--- config.mk ---
export PLATFORM = sky130hd
export DESIGN_NAME = sr_protect
export DESIGN_NICKNAME = d
export VERILOG_FILES = /design/src/rtl/sr_protect_pkg.sv /design/src/rtl/sr_region.sv /design/src/rtl/sr_decide.sv /design/src/rtl/sr_protect.sv
export SDC_FILE = /design/constraint.sdc
export NUM_CORES = 1
export LEC_CHECK = 0
export ABC_AREA = 1
export BUFFER_PORTS_ARGS = -buffer_cell sky130_fd_sc_hd__buf_2
export CAP_MARGIN = 20
export CORE_ASPECT_RATIO = 1.2
export CORE_UTILIZATION = 47
export DETAILED_ROUTE_END_ITERATION = 8
export GPL_ROUTABILITY_DRIVEN = 0
export PLACE_DENSITY = 0.88
export SLEW_MARGIN = 20
export SYNTH_ARGS = -nofsm -noshare
export SYNTH_HDL_FRONTEND = slang
export SYNTH_SLANG_ARGS = --single-unit
export TNS_END_PERCENT = 20
--- constraint.sdc ---
create_clock -name clk -period 8.7 [get_ports clk]
set_clock_uncertainty 0.05 [all_clocks]
set_input_delay 0.87 -clock clk [delete_from_list [all_inputs] [get_ports clk]]
set_output_delay 0.87 -clock clk [all_outputs]
set_load 0.01 [all_outputs]
--- src/rtl/sr_protect_pkg.sv ---
package sr_protect_pkg;
  typedef enum logic [2:0] {
    CMD_WRDIS = 3'd0,
    CMD_WREN  = 3'd1,
    CMD_WSTAT = 3'd2,
    CMD_PROG  = 3'd3,
    CMD_SERA  = 3'd4,
    CMD_HERA  = 3'd5,
    CMD_BERA  = 3'd6,
    CMD_CERA  = 3'd7
  } cmd_e;

  localparam int LOCK_BIT = 7;
  localparam int PDIS_BIT = 6;
  localparam int BP_MSB   = 5;
  localparam int BP_LSB   = 2;
  localparam int WEL_BIT  = 1;
endpackage

--- src/rtl/sr_region.sv ---
module sr_region #(
  parameter int BLK_LOG2 = 6
) (
  input  logic [BLK_LOG2-1:0] blk,
  input  logic [3:0]          bp,
  output logic                in_region
);
  localparam int NBLK = 1 << BLK_LOG2;

  // A block lies in the top 2^(bp-1) blocks when adding the span reaches NBLK.
  always_comb begin
    if (bp == 4'd0) in_region = 1'b0;
    else in_region = (int'(blk) + (1 << (int'(bp) - 1))) >= NBLK;
  end
endmodule

--- src/rtl/sr_decide.sv ---
module sr_decide
  import sr_protect_pkg::*;
(
  input  cmd_e        cls,
  input  logic        wel,
  input  logic        lock,
  input  logic [3:0]  bp,
  input  logic        hw_prot,
  input  logic        otp_mode,
  input  logic        in_region,
  output logic        accept
);
  always_comb begin
    unique case (cls)
      CMD_WRDIS, CMD_WREN: accept = 1'b1;
      CMD_WSTAT:           accept = wel & (otp_mode | ~hw_prot);
      CMD_PROG, CMD_SERA, CMD_HERA, CMD_BERA:
        accept = wel & (otp_mode ? ~lock : ~in_region);
      CMD_CERA:            accept = wel & ~otp_mode & (bp == 4'd0);
      default:             accept = 1'b0;
    endcase
  end
endmodule

--- src/rtl/sr_protect.sv ---
module sr_protect
  import sr_protect_pkg::*;
#(
  parameter int ADDR_W   = 24,
  parameter int BLK_LOG2 = 6
) (
  input  logic              clk,
  input  logic              rst_n,
  input  logic              cmd_valid,
  input  logic [2:0]        cmd_class,
  input  logic [ADDR_W-1:0] cmd_addr,
  input  logic [7:0]        cmd_data,
  input  logic              wp_n,
  input  logic              hold_n,
  input  logic              otp_mode,
  output logic [7:0]        status_q,
  output logic              resp_valid,
  output logic              resp_accept,
  output logic              wp_active,
  output logic              hold_active
);
  logic       srp_q, fused_q, pdis_q, wel_q;
  logic [3:0] bp_q;
  logic       lock_eff, hw_prot, in_region, accept;
  logic [BLK_LOG2-1:0] blk;
  cmd_e       cls;

  assign cls      = cmd_e'(cmd_class);
  assign blk      = cmd_addr[ADDR_W-1 -: BLK_LOG2];
  assign lock_eff = srp_q | fused_q;
  assign wp_active   = ~pdis_q & ~wp_n;
  assign hold_active = ~pdis_q & ~hold_n;
  assign hw_prot  = lock_eff & wp_active & ~otp_mode;

  sr_region #(.BLK_LOG2(BLK_LOG2)) u_region (
    .blk       (blk),
    .bp        (bp_q),
    .in_region (in_region)
  );

  sr_decide u_decide (
    .cls       (cls),
    .wel       (wel_q),
    .lock      (lock_eff),
    .bp        (bp_q),
    .hw_prot   (hw_prot),
    .otp_mode  (otp_mode),
    .in_region (in_region),
    .accept    (accept)
  );

  always_ff @(posedge clk or negedge rst_n) begin
    if (!rst_n) begin
      srp_q       <= 1'b0;
      fused_q     <= 1'b0;
      pdis_q      <= 1'b0;
      bp_q        <= 4'd0;
      wel_q       <= 1'b0;
      resp_valid  <= 1'b0;
      resp_accept <= 1'b0;
    end else begin
      resp_valid  <= cmd_valid;
      resp_accept <= cmd_valid & accept;
      if (cmd_valid) begin
        wel_q <= (cls == CMD_WREN);
        if (accept && cls == CMD_WSTAT) begin
          if (otp_mode) begin
            fused_q <= 1'b1;
          end else begin
            srp_q  <= cmd_data[LOCK_BIT];
            pdis_q <= cmd_data[PDIS_BIT];
            bp_q   <= cmd_data[BP_MSB:BP_LSB];
          end
        end
      end
    end
  end

  assign status_q = {lock_eff, pdis_q, bp_q, wel_q, 1'b0};
endmodule

==> results of run 1 <==
## critical path: stages, from the launching register on
cell and delay, ps:
dfrtp_1 460, inv_2 100, ha_1 250, nand2_2 130, inv_1 100, nor3_1 240, nand2_1 90, nor2_1 100
ha_1 160, inv_1 50, fa_1 370, inv_1 60, a21oi_1 50, nor2_1 120, nand3_1 80, nand2_1 70
nand2_1 40, nand2_1 50, nand3_1 70, nand2_1 60, nand2_1 40, nand2_1 60, nand2_2 60, nand2_4 110
nand3_4 100, nand2_1 90, nand2_1 50
## registers in the layout, summed over array words and instances, names as in the netlist
name and flops:
wel_q 1, fused_q 1, resp_accept 1, resp_valid 1, pdis_q 1, bp_q 4, srp_q 1
## synthesized netlist by cell type, drive strengths merged
cell	n
nand2	43
inv	25
nor2	16
dfrtp	10
nand3	10
nand4	9
ha	7
a21oi	5
buf	5
nor3	5
o21ai	3
conb	1
fa	1
nor4	1
o21bai	1
o22ai	1
## power groups by stage
stage	sequential (mW)	clock [mW]	combinational [mW]
floorplan	0.0540	0	0.0346
global placement	0.0535	0	0.0466
detailed placement	0.0537	0	0.0481
CTS	0.0529	0.0323	0.0483
global route	0.0535	0.0338	0.0550
finish	0.0529	0.0314	0.0481
## metrics by stage
| step | power [mW] | hold WS, ps | setup WS (ps) | instances | cell area (sq um) |
|---|---|---|---|---|---|
| floorplan | 0.0886 | 393 | 5700 | 143 | 967 |
| global placement | 0.100 | 415 | 5510 | 188 | 1110 |
| detailed placement | 0.102 | 418 | 5410 | 188 | 1110 |
| CTS | 0.133 | 399 | 5380 | 191 | 1130 |
| global route | 0.142 | 407 | 5050 | 191 | 1130 |
| finish | 0.132 | 393 | 5380 | 191 | 1130 |
## cells by family (layout without fill, tap and decap cells)
group	after synthesis	after routing	synth area share [%]
other cells	1	1	0.388
simple gates	84	84	43.1
flops	10	10	25.9
compound gates	10	10	5.95
buf+inv	30	59	13.6
fa+ha+maj	8	8	11.1
## per-layer routing
metal	track usage, %	vias up	share of wire, %
li1	-	511	-
met2	35.9	32	52
met1	23.7	432	42
met4	9.90	0	1.9
met3	2.43	3	4.3
met5	0	-	0
## path summary, 6_finish.rpt
path                              start       to  slack [ps]
worst max register to register  bp_q[0]  bp_q[2]        5380
worst max-delay path            bp_q[0]  bp_q[2]        5380
worst min-delay path              rst_n  fused_q         390
worst min register to register    srp_q    srp_q         440
min in group clk                  srp_q    srp_q         440
max in group asynchronous         rst_n  bp_q[1]        8020
## final cells by class
| class | count | area (sq um) | share of cell area [%] |
|---|---|---|---|
| multi-input combinational | 103 | 586 | 51.7 |
| sequential | 10 | 250 | 22.1 |
| timing repair buffer | 31 | 155 | 13.7 |
| inverter | 25 | 96.3 | 8.50 |
| tap | 19 | 23.8 | 2.10 |
| clock buffer | 3 | 22.5 | 1.99 |
==> reports/metrics.yaml, run 1 <==
status: "finished, violations left"
violations: "DRC"
n_antenna_cell: 0
h-tree-depth: 1
cts_tree: "yes"
core_area_sq_um: 1890
port_buffers: 31
grt.overflow.total: 0
setup-violations-final: 0
ys_seq_area_share_pct: 25.9
cp_data_arrival_time_ps: 3430
antenna_found_initial: 0
cts.clk_slew.worst_paths_ps: 60
route.detailed.drc: 4
mostFrequentLayoutCells: "nand2_1 (37), buf_2 (31), inv_1 (22)"
syn_area_per_cell_sq_um: 6.76
dieArea_sq_um: 2240
synth_cells: 143
drv_cap: 0
clockPowerShare_pct: 23.7
num_vias: 978
post_cts_buffers: 0
post_cts_resized: 0
ir_worst_vdd_mv: 0.0893
numCtsBuffers: 3
critical_path_class: "reg -> reg"
die_h_um: 51.7
comb_power_share_pct: 36.3
synth_nets: 192
die_w_um: 43.4
critical_path_required_ps: 8810
netlist_area_sq_um: 967
n_fill_cell: 170
initial_core_util_pct: 51.1
grt_use_total_pct: 20.2
ant_nets: 0
finalNetCount: 223
p_sw_uw: 49.7
clk_latency_ps: 270
drt_iter0_markers: 26
synth-seq-cells: 10
cts_buffer_depth: 2
clockRootBuffer: "clkbuf_4"
grt_max_degree: 12
worstRegToRegCells: 26
drive_above_1_share_pct: 27.3
dpl.hpwl_um: 1580
synth.top_cell.area_share_pct: 25.9
tns_ps: 0
slew_viol_final: 0
first_pass_iters: 6
p_per_area_nw_per_um2: 117
fmax_mhz: 301
worst-path-max-fanout: 8
grt_setup_unrepaired: "no"
synth_area_leaders: "dfrtp_1 (26%), nand2_1 (14%), ha_1 (9.1%)"
end_kind: "register"
seqPwrFrac_pct: 39.9
ys_warn_count: 0
final_hold_viol_count: 0
post-route-util_pct: 59.9
worstHoldPathType: "in -> async"
routed_wl_um: 1890
cts_hold_buffers: 0
leakage_nw: 0.672
yosys.area.top_type: "dfrtp_1"
p_int_uw: 82.7
grt_pass1_wl_um: 3480
power_switching_share_pct: 37.5
post_drt_via_cell_ratio: 5.12
mostFrequentLayoutCell: "nand2_1"
syn2layout_area_growth_pct: 17.2
synth.distinct_cells: 23
start_kind: "register"
std_cell_rows: 17
period_share_pct: 38.1
wl_per_cell_um: 9.88
grt_pass1_vias: 898
clock_sinks: 10
min_period_ps: 3320
ioPinCount: 53
Power figures use the tool's default switching activity.
==> run 2, diff against run 1 <==
--- a/config.mk
+++ b/config.mk
@@ -9,10 +9,10 @@
 export BUFFER_PORTS_ARGS = -buffer_cell sky130_fd_sc_hd__buf_2
 export CAP_MARGIN = 20
 export CORE_ASPECT_RATIO = 1.2
-export CORE_UTILIZATION = 47
+export CORE_UTILIZATION = 40
 export DETAILED_ROUTE_END_ITERATION = 8
 export GPL_ROUTABILITY_DRIVEN = 0
-export PLACE_DENSITY = 0.88
+export PLACE_DENSITY = 0.8
 export SLEW_MARGIN = 20
 export SYNTH_ARGS = -nofsm -noshare
 export SYNTH_HDL_FRONTEND = slang
==> constraint.sdc (replaced) <==
create_clock -name clk -period 2.68 [get_ports clk]
set_clock_uncertainty 0.05 [all_clocks]
set_input_delay 0.268 -clock clk [delete_from_list [all_inputs] [get_ports clk]]
set_output_delay 0.268 -clock clk [all_outputs]
set_load 0.01 [all_outputs]
==> run 2 against run 1 <==
Net effect: the flow finishes with violations (setup timing); hold slack lost 190 ps; cell count up 20%; clock power grew to 3.5 times the previous value; setup slack worse by 5700 ps; combinational power rose to 4.9 times the previous value; non-clock buffer count rose by 25; core utilization increased by 2.0 points; global-route usage decreased by 0.44 points; total power increased to 3.9 times the previous value; clock-buffer cell count increased by 1; cell area increased by 25%; wire length rose by 31%; critical endpoint is now pdis_q; highest routed layer unchanged.
==> reports/metrics.yaml, run 2 (synthesis results as in run 1) <==
status: "finished, violations left"
violations: "setup timing"
n_antenna_cell: 0  # unchanged
numCtsBuffers: 3  # unchanged
wl_per_cell_um: 10.8  # +9.5%
mostFrequentLayoutCells: "nand2_1 (34), buf_2 (31), buf_4 (24)"
cp_data_arrival_time_ps: 3080  # -350 ps
port_buffers: 31  # unchanged
grt_max_degree: 12  # unchanged
critical_path_required_ps: 2780  # -6030 ps
pre_cts_slack_ps: -318  # -5730 ps
core_area_sq_um: 2280  # +21%
route.detailed.drc: 0  # -4
worstHoldPathType: "in -> reg"
grt_use_total_pct: 19.7  # -0.44 points
h-tree-depth: 1  # unchanged
cts_tree: "yes"
std_cell_rows: 19  # +2
drv_cap: 0  # unchanged
drive_above_1_share_pct: 44.4  # +17 points
slew_viol_final: 0  # unchanged
design_area_sq_um: 1410  # +25%
slew_headroom_pct: 66.0
grt_pass1_wl_um: 3950  # +14%
end_kind: "register"
fmax_mhz: 336  # +11%
min_period_ps: 2980  # -338 ps
cp.buffers_inverters: 4  # unchanged
setup-violations-final: 8  # +8
worstMarginPinSlew_ps: 506
clk_latency_ps: 270  # about the same
ant_nets: 0  # unchanged
die_w_um: 46.9  # +8.0%
ioPinCount: 53  # unchanged
start_kind: "register"
grt_pass1_vias: 1059  # +18%
finalNetCount: 248  # +11%
final_hold_viol_count: 0  # unchanged
dieArea_sq_um: 2620  # +17%
crit_path_top_delay_cell: "dfrtp_2"
grt_setup_unrepaired: "yes"
period_share_pct: 111  # +73 points
first_pass_iters: 5  # -1
leakage_nw: 0.813  # +21%
cts.clk_slew.worst_paths_ps: 70  # about the same
worst-path-max-fanout: 6  # -2
critPathTopFamily: "simple AND/OR/NAND/NOR gates"
multi_input_area_sq_um: 646  # +10%
clockRootBuffer: "clkbuf_4"
regMostFlops: "bp_q"
worst_hold_slack_ps: 200  # -193 ps
num_vias: 1111  # +14%
routed_wl_um: 2480  # +31%
clock_sinks: 10  # unchanged
area.sequential_sq_um: 251  # +0.50%
cts_buffer_depth: 2  # unchanged
critical_path_class: "reg -> reg"
ir_worst_vdd_mv: 0.327  # +270%
antenna_found_initial: 0  # unchanged
dpl-instance-area_sq_um: 1290  # +16%
fin_ws_ps: -300  # -5680 ps
cpMostUsedCell: "nand2_1"
largest_reg_flops: 4  # unchanged
grt.overflow.total: 0  # unchanged
dpl.hpwl_um: 1900  # +20%
n_fill_cell: 217  # +28%
initial_core_util_pct: 42.4  # -8.7 points
p_per_area_nw_per_um2: 366  # +210%
syn2layout_area_growth_pct: 45.9
worst_path_largest_cell_delay_ps: 390  # -70 ps
drt_iter0_markers: 9  # -65%
die_h_um: 55.9  # +8.1%
post_drt_via_cell_ratio: 4.85  # -5.3%
mostFrequentLayoutCell: "nand2_1"
-- run 2: routing by layer --
layer	vias to the layer above	part of all wire [%]	GRT usage (%)	wire length, um
li1	565	-	-	-
met1	510	35	18.2	867
met2	29	60	41.3	1500
met3	7	3.2	0.974	79
met4	0	1.3	5.31	31
met5	-	0	0	0
-- run 2: cell type report --
type	count	share of cell area (%)
sequential	10	17.8
timing repair buffer	56	24.5
multi-input combinational	103	45.7
clock buffer	4	1.86
inverter	25	7.36
tap	31	2.75
-- run 2: repair_timing --
item                                   CTS  global route
resized for setup                        5            11
buffers inserted                         5             1
endpoints found under the hold margin   10             0
hold buffers                             1             0
pin swaps                                5            15
setup endpoints to repair                8             8
-- run 2: worst paths after layout --
| check | startpoint | end | cells past startpoint | slack (ps) |
|---|---|---|---|---|
| max in group asynchronous | rst_n | bp_q[0] | 2 | 2030 |
| min in group asynchronous | rst_n | resp_accept | 2 | 340 |
| hold reg to reg | srp_q | srp_q | 2 | 430 |
| setup reg to reg | bp_q[0] | pdis_q | 25 | -300 |
| setup / recovery | bp_q[0] | pdis_q | 25 | -300 |
| hold / removal | cmd_valid | resp_valid | 1 | 200 |
-- run 2: power by group --
group          total (mW)  switching, mW  internal (mW)
clock               0.111         0.0534         0.0575
sequential          0.170        0.00811          0.162
combinational       0.235          0.132          0.104
total               0.516          0.193          0.323
-- run 2: per-stage QoR --
step / util, % / total power, mW / cells / setup TNS (ps)
3_3_place_gp: 56.4 / 0.380 / 218 / -1330
2_1_floorplan: - / 0.297 / 143 / -712
4_1_cts: 60.0 / 0.500 / 228 / -2460
5_1_grt: 61.8 / 0.547 / 229 / -4410
6_report: 61.8 / 0.516 / 229 / -1970
3_5_place_dp: 56.4 / 0.389 / 218 / -2310
==> run 3, diff against run 2 <==
--- a/config.mk
+++ b/config.mk
@@ -12,9 +12,10 @@
 export CORE_UTILIZATION = 40
 export DETAILED_ROUTE_END_ITERATION = 8
 export GPL_ROUTABILITY_DRIVEN = 0
-export PLACE_DENSITY = 0.8
+export PLACE_DENSITY = 0.79
 export SLEW_MARGIN = 20
 export SYNTH_ARGS = -nofsm -noshare
 export SYNTH_HDL_FRONTEND = slang
+export SYNTH_HIERARCHICAL = 1
 export SYNTH_SLANG_ARGS = --single-unit
 export TNS_END_PERCENT = 20
==> run 3 against run 2 <==
Net effect: the flow still finishes with violations (setup timing); clock power barely moved; die area rose by 2.9%; wire length fell by 1.7%; setup slack got worse by 51 ps; core utilization rose by 0.13 points; highest routed layer unchanged; clock-buffer cell count did not move; first-iteration DRC count rose by 100%; total power rose by 44%; maximum frequency fell by 1.7%; cell area rose by 2.3%; largest power group unchanged.
==> reports/metrics.yaml, run 3 <==
status: "finished, violations left"
violations: "setup timing"
cp_data_arrival_time_ps: 3140  # +60 ps
synthArstFlopShare_pct: 100  # unchanged
worstHoldPathType: "in -> reg"
cpMostUsedCell: "nand2_1"
ys.flop_type: "dfrtp_1"
hp-start: "cmd_valid"
num_vias: 1119  # +0.72%
grt_setup_unrepaired: "yes"
clockRootBuffer: "clkbuf_4"
h-tree-depth: 1  # unchanged
routed_wl_um: 2440  # -1.7%
numCtsBuffers: 3  # unchanged
drv_cap: 0  # unchanged
slew_viol_final: 0  # unchanged
worst-path-max-fanout: 8  # +2
clk_latency_ps: 270  # about the same
die_w_um: 47.6  # +1.4%
synth.top_cell.area_share_pct: 25.1  # -0.75 points
dpl.hpwl_um: 1980  # +4.4%
r2r_end: "bp_q[2]"
antenna_found_initial: 0  # unchanged
cts.clk_slew.worst_paths_ps: 70  # about the same
dieArea_sq_um: 2690  # +2.9%
grt_max_degree: 11  # -1
crit_path_top_delay_cell: "dfrtp_1"
worstRegToRegCells: 23  # -8.0%
min_period_ps: 3030  # +51.4 ps
mostFrequentLayoutCells: "nand2_1 (36), buf_2 (31), inv_1 (16), buf_4 (16), nor2_1 (14)"
netlist_area_sq_um: 996  # +3.0%
p_per_area_nw_per_um2: 515  # +41%
synth.distinct_cells: 26  # +13%
critical_path_class: "reg -> reg"
port_buffers: 31  # unchanged
drive_above_1_share_pct: 43.7  # -0.73 points
grt_pass1_vias: 1014  # -4.2%
reg2reg_from: "bp_q[1]"
largest_reg_flops: 4  # unchanged
initial_core_util_pct: 42.7  # +0.37 points
cp.buffers_inverters: 4  # unchanged
first_pass_iters: 4  # -1
post-route-util_pct: 62.0  # +0.13 points
top_usage_layer: "met2"
fmax_mhz: 330  # -1.7%
period_share_pct: 113  # +1.9 points
ir_worst_vdd_mv: 0.355  # +8.5%
mostFrequentLayoutCell: "nand2_1"
holdPathStages: 1  # unchanged
synth_area_leaders: "dfrtp_1 (25%), nand2_1 (16%), ha_1 (10%)"
die_h_um: 56.7  # +1.4%
std_cell_rows: 19  # unchanged
worst_path_largest_cell_delay_ps: 390  # about the same
netlist_top_cells_count: "nand2_1 (42), inv_1 (17), nor2_1 (14), nand3_1 (11), dfrtp_1 (10)"
post_drt_via_cell_ratio: 4.87  # +0.28%
met3_usage_pct: 1.29  # +0.31 points
hold_end: "resp_valid"
rrSetupSlack_ps: -350  # -50 ps
dpl-instance-area_sq_um: 1320  # +2.1%
ys_seq_area_share_pct: 25.1  # -0.75 points
n_antenna_cell: 0  # unchanged
final_hold_viol_count: 0  # unchanged
fin_ws_ps: -351  # -51.4 ps
regMostFlops: "bp_q"
path_cells: "inv_2 -> ha_4 -> nand2_1 -> nand2_4 -> inv_2 -> nor4_4 -> ha_1 -> nand2_1 -> o21ai_1 -> o21ai_1 -> nand3_1 -> nor2_1 -> nor2_1 -> inv_1 -> o21ai_1 -> nand2_1 -> nand3_1 -> nand2_2 -> nand2_2 -> clkinv_4 -> nand3_4 -> nand2_2 -> nand2_1"
synth_most_common_cell: "nand2_1"
syn2layout_area_growth_pct: 45.0
ys_warn_count: 6  # +6
grt.overflow.total: 0  # unchanged
route.detailed.drc: 0  # unchanged
tns_ps: -2460  # -497 ps
grtUsageMet1_pct: 18.9  # +0.72 points
synth-seq-cells: 10  # unchanged
ioPinCount: 53  # unchanged
ant_nets: 0  # unchanged
start_kind: "register"
cts_tree: "yes"
yosys.area.top_type: "dfrtp_1"
grt_use_total_pct: 19.5  # -0.25 points
finalNetCount: 250  # +0.81%
critPathTopFamily: "simple AND/OR/NAND/NOR gates"
setup-violations-final: 8  # unchanged
clock_sinks: 10  # unchanged
synth_cells: 151  # +5.6%
cts_buffer_depth: 2  # unchanged
core_area_sq_um: 2330  # +2.1%
critical_path_required_ps: 2790  # about the same
drt_iter0_markers: 18  # +9
worst_hold_slack_ps: 124  # -76.5 ps
leakage_nw: 0.758  # -6.8%
synth_nets: 201  # +4.7%
syn_area_per_cell_sq_um: 6.60  # -2.5%
wl_per_cell_um: 10.6  # -2.1%
grt_pass1_wl_um: 3820  # -3.5%
design_area_sq_um: 1440  # +2.3%
synth_edf_count: 0  # unchanged
end_kind: "register"
grt_util_met2_pct: 36.8  # -4.5 points
## run 3: changes by cell type after synthesis, sizes merged, moves of 2 or more
cell | before | now
nand2 | 43 | 46
a21oi | 5 | 3
nand3 | 10 | 13
nor4 | 1 | 4
## run 3: layout make-up
class,count,area [sq um]
fill,248,886
sequential,10,251
inverter,26,109
timing repair buffer,48,285
tap,31,38.8
multi-input combinational,111,733
clock buffer,4,26.3
## run 3: timing repair
action,in CTS,in global routing
pin swaps,1,11
setup buffers,1,1
hold buffers,1,0
endpoints found under the setup margin,8,8
cloned,0,0
gates resized for setup,4,16
endpoints found under the hold margin,10,0
## run 3: metal layers
layer  part of all wire, %  vias to the layer above  routed length, um
li1                      -                      573                  -
met1                    36                      501                878
met2                    57                       38               1390
met3                   3.7                        7                 91
met4                   3.1                        0                 75
met5                     0                        -                  0
## run 3: stage by stage
step                      setup slack, ps  instances  power, mW
after floorplan                      -148        151      0.411
after global placement               -303        223      0.556
after detailed placement             -386        223      0.568
after CTS                            -362        229      0.705
after global routing                 -558        230      0.797
final                                -351        230      0.744
## run 3: report_power, final
| group | switching [mW] | total, mW | internal [mW] |
|---|---|---|---|
| Combinational | 0.253 | 0.446 | 0.193 |
| Clock | 0.0551 | 0.113 | 0.0578 |
| Sequential | 0.0165 | 0.185 | 0.169 |
## run 3: worst max path at each step
stage,startpoint,slack [ps],depth (start not counted),endpoint
2_1_floorplan,bp_q[1],-150,25,bp_q[2]
3_3_place_gp,bp_q[1],-300,27,pdis_q
3_5_place_dp,bp_q[1],-390,23,srp_q
4_1_cts,bp_q[1],-360,23,bp_q[2]
5_1_grt,bp_q[0],-560,23,bp_q[2]
6_report,bp_q[1],-350,23,bp_q[2]
## run 3: logic make-up (layout without fill, tap and decap cells)
family	count (synthesis)	after routing	share of synthesized area, %
compound gates	7	7	3.77
fa+ha+maj	9	9	12.1
buf+inv	30	78	12.9
flops	10	10	25.1
other cells	1	1	0.377
simple gates	94	94	45.7
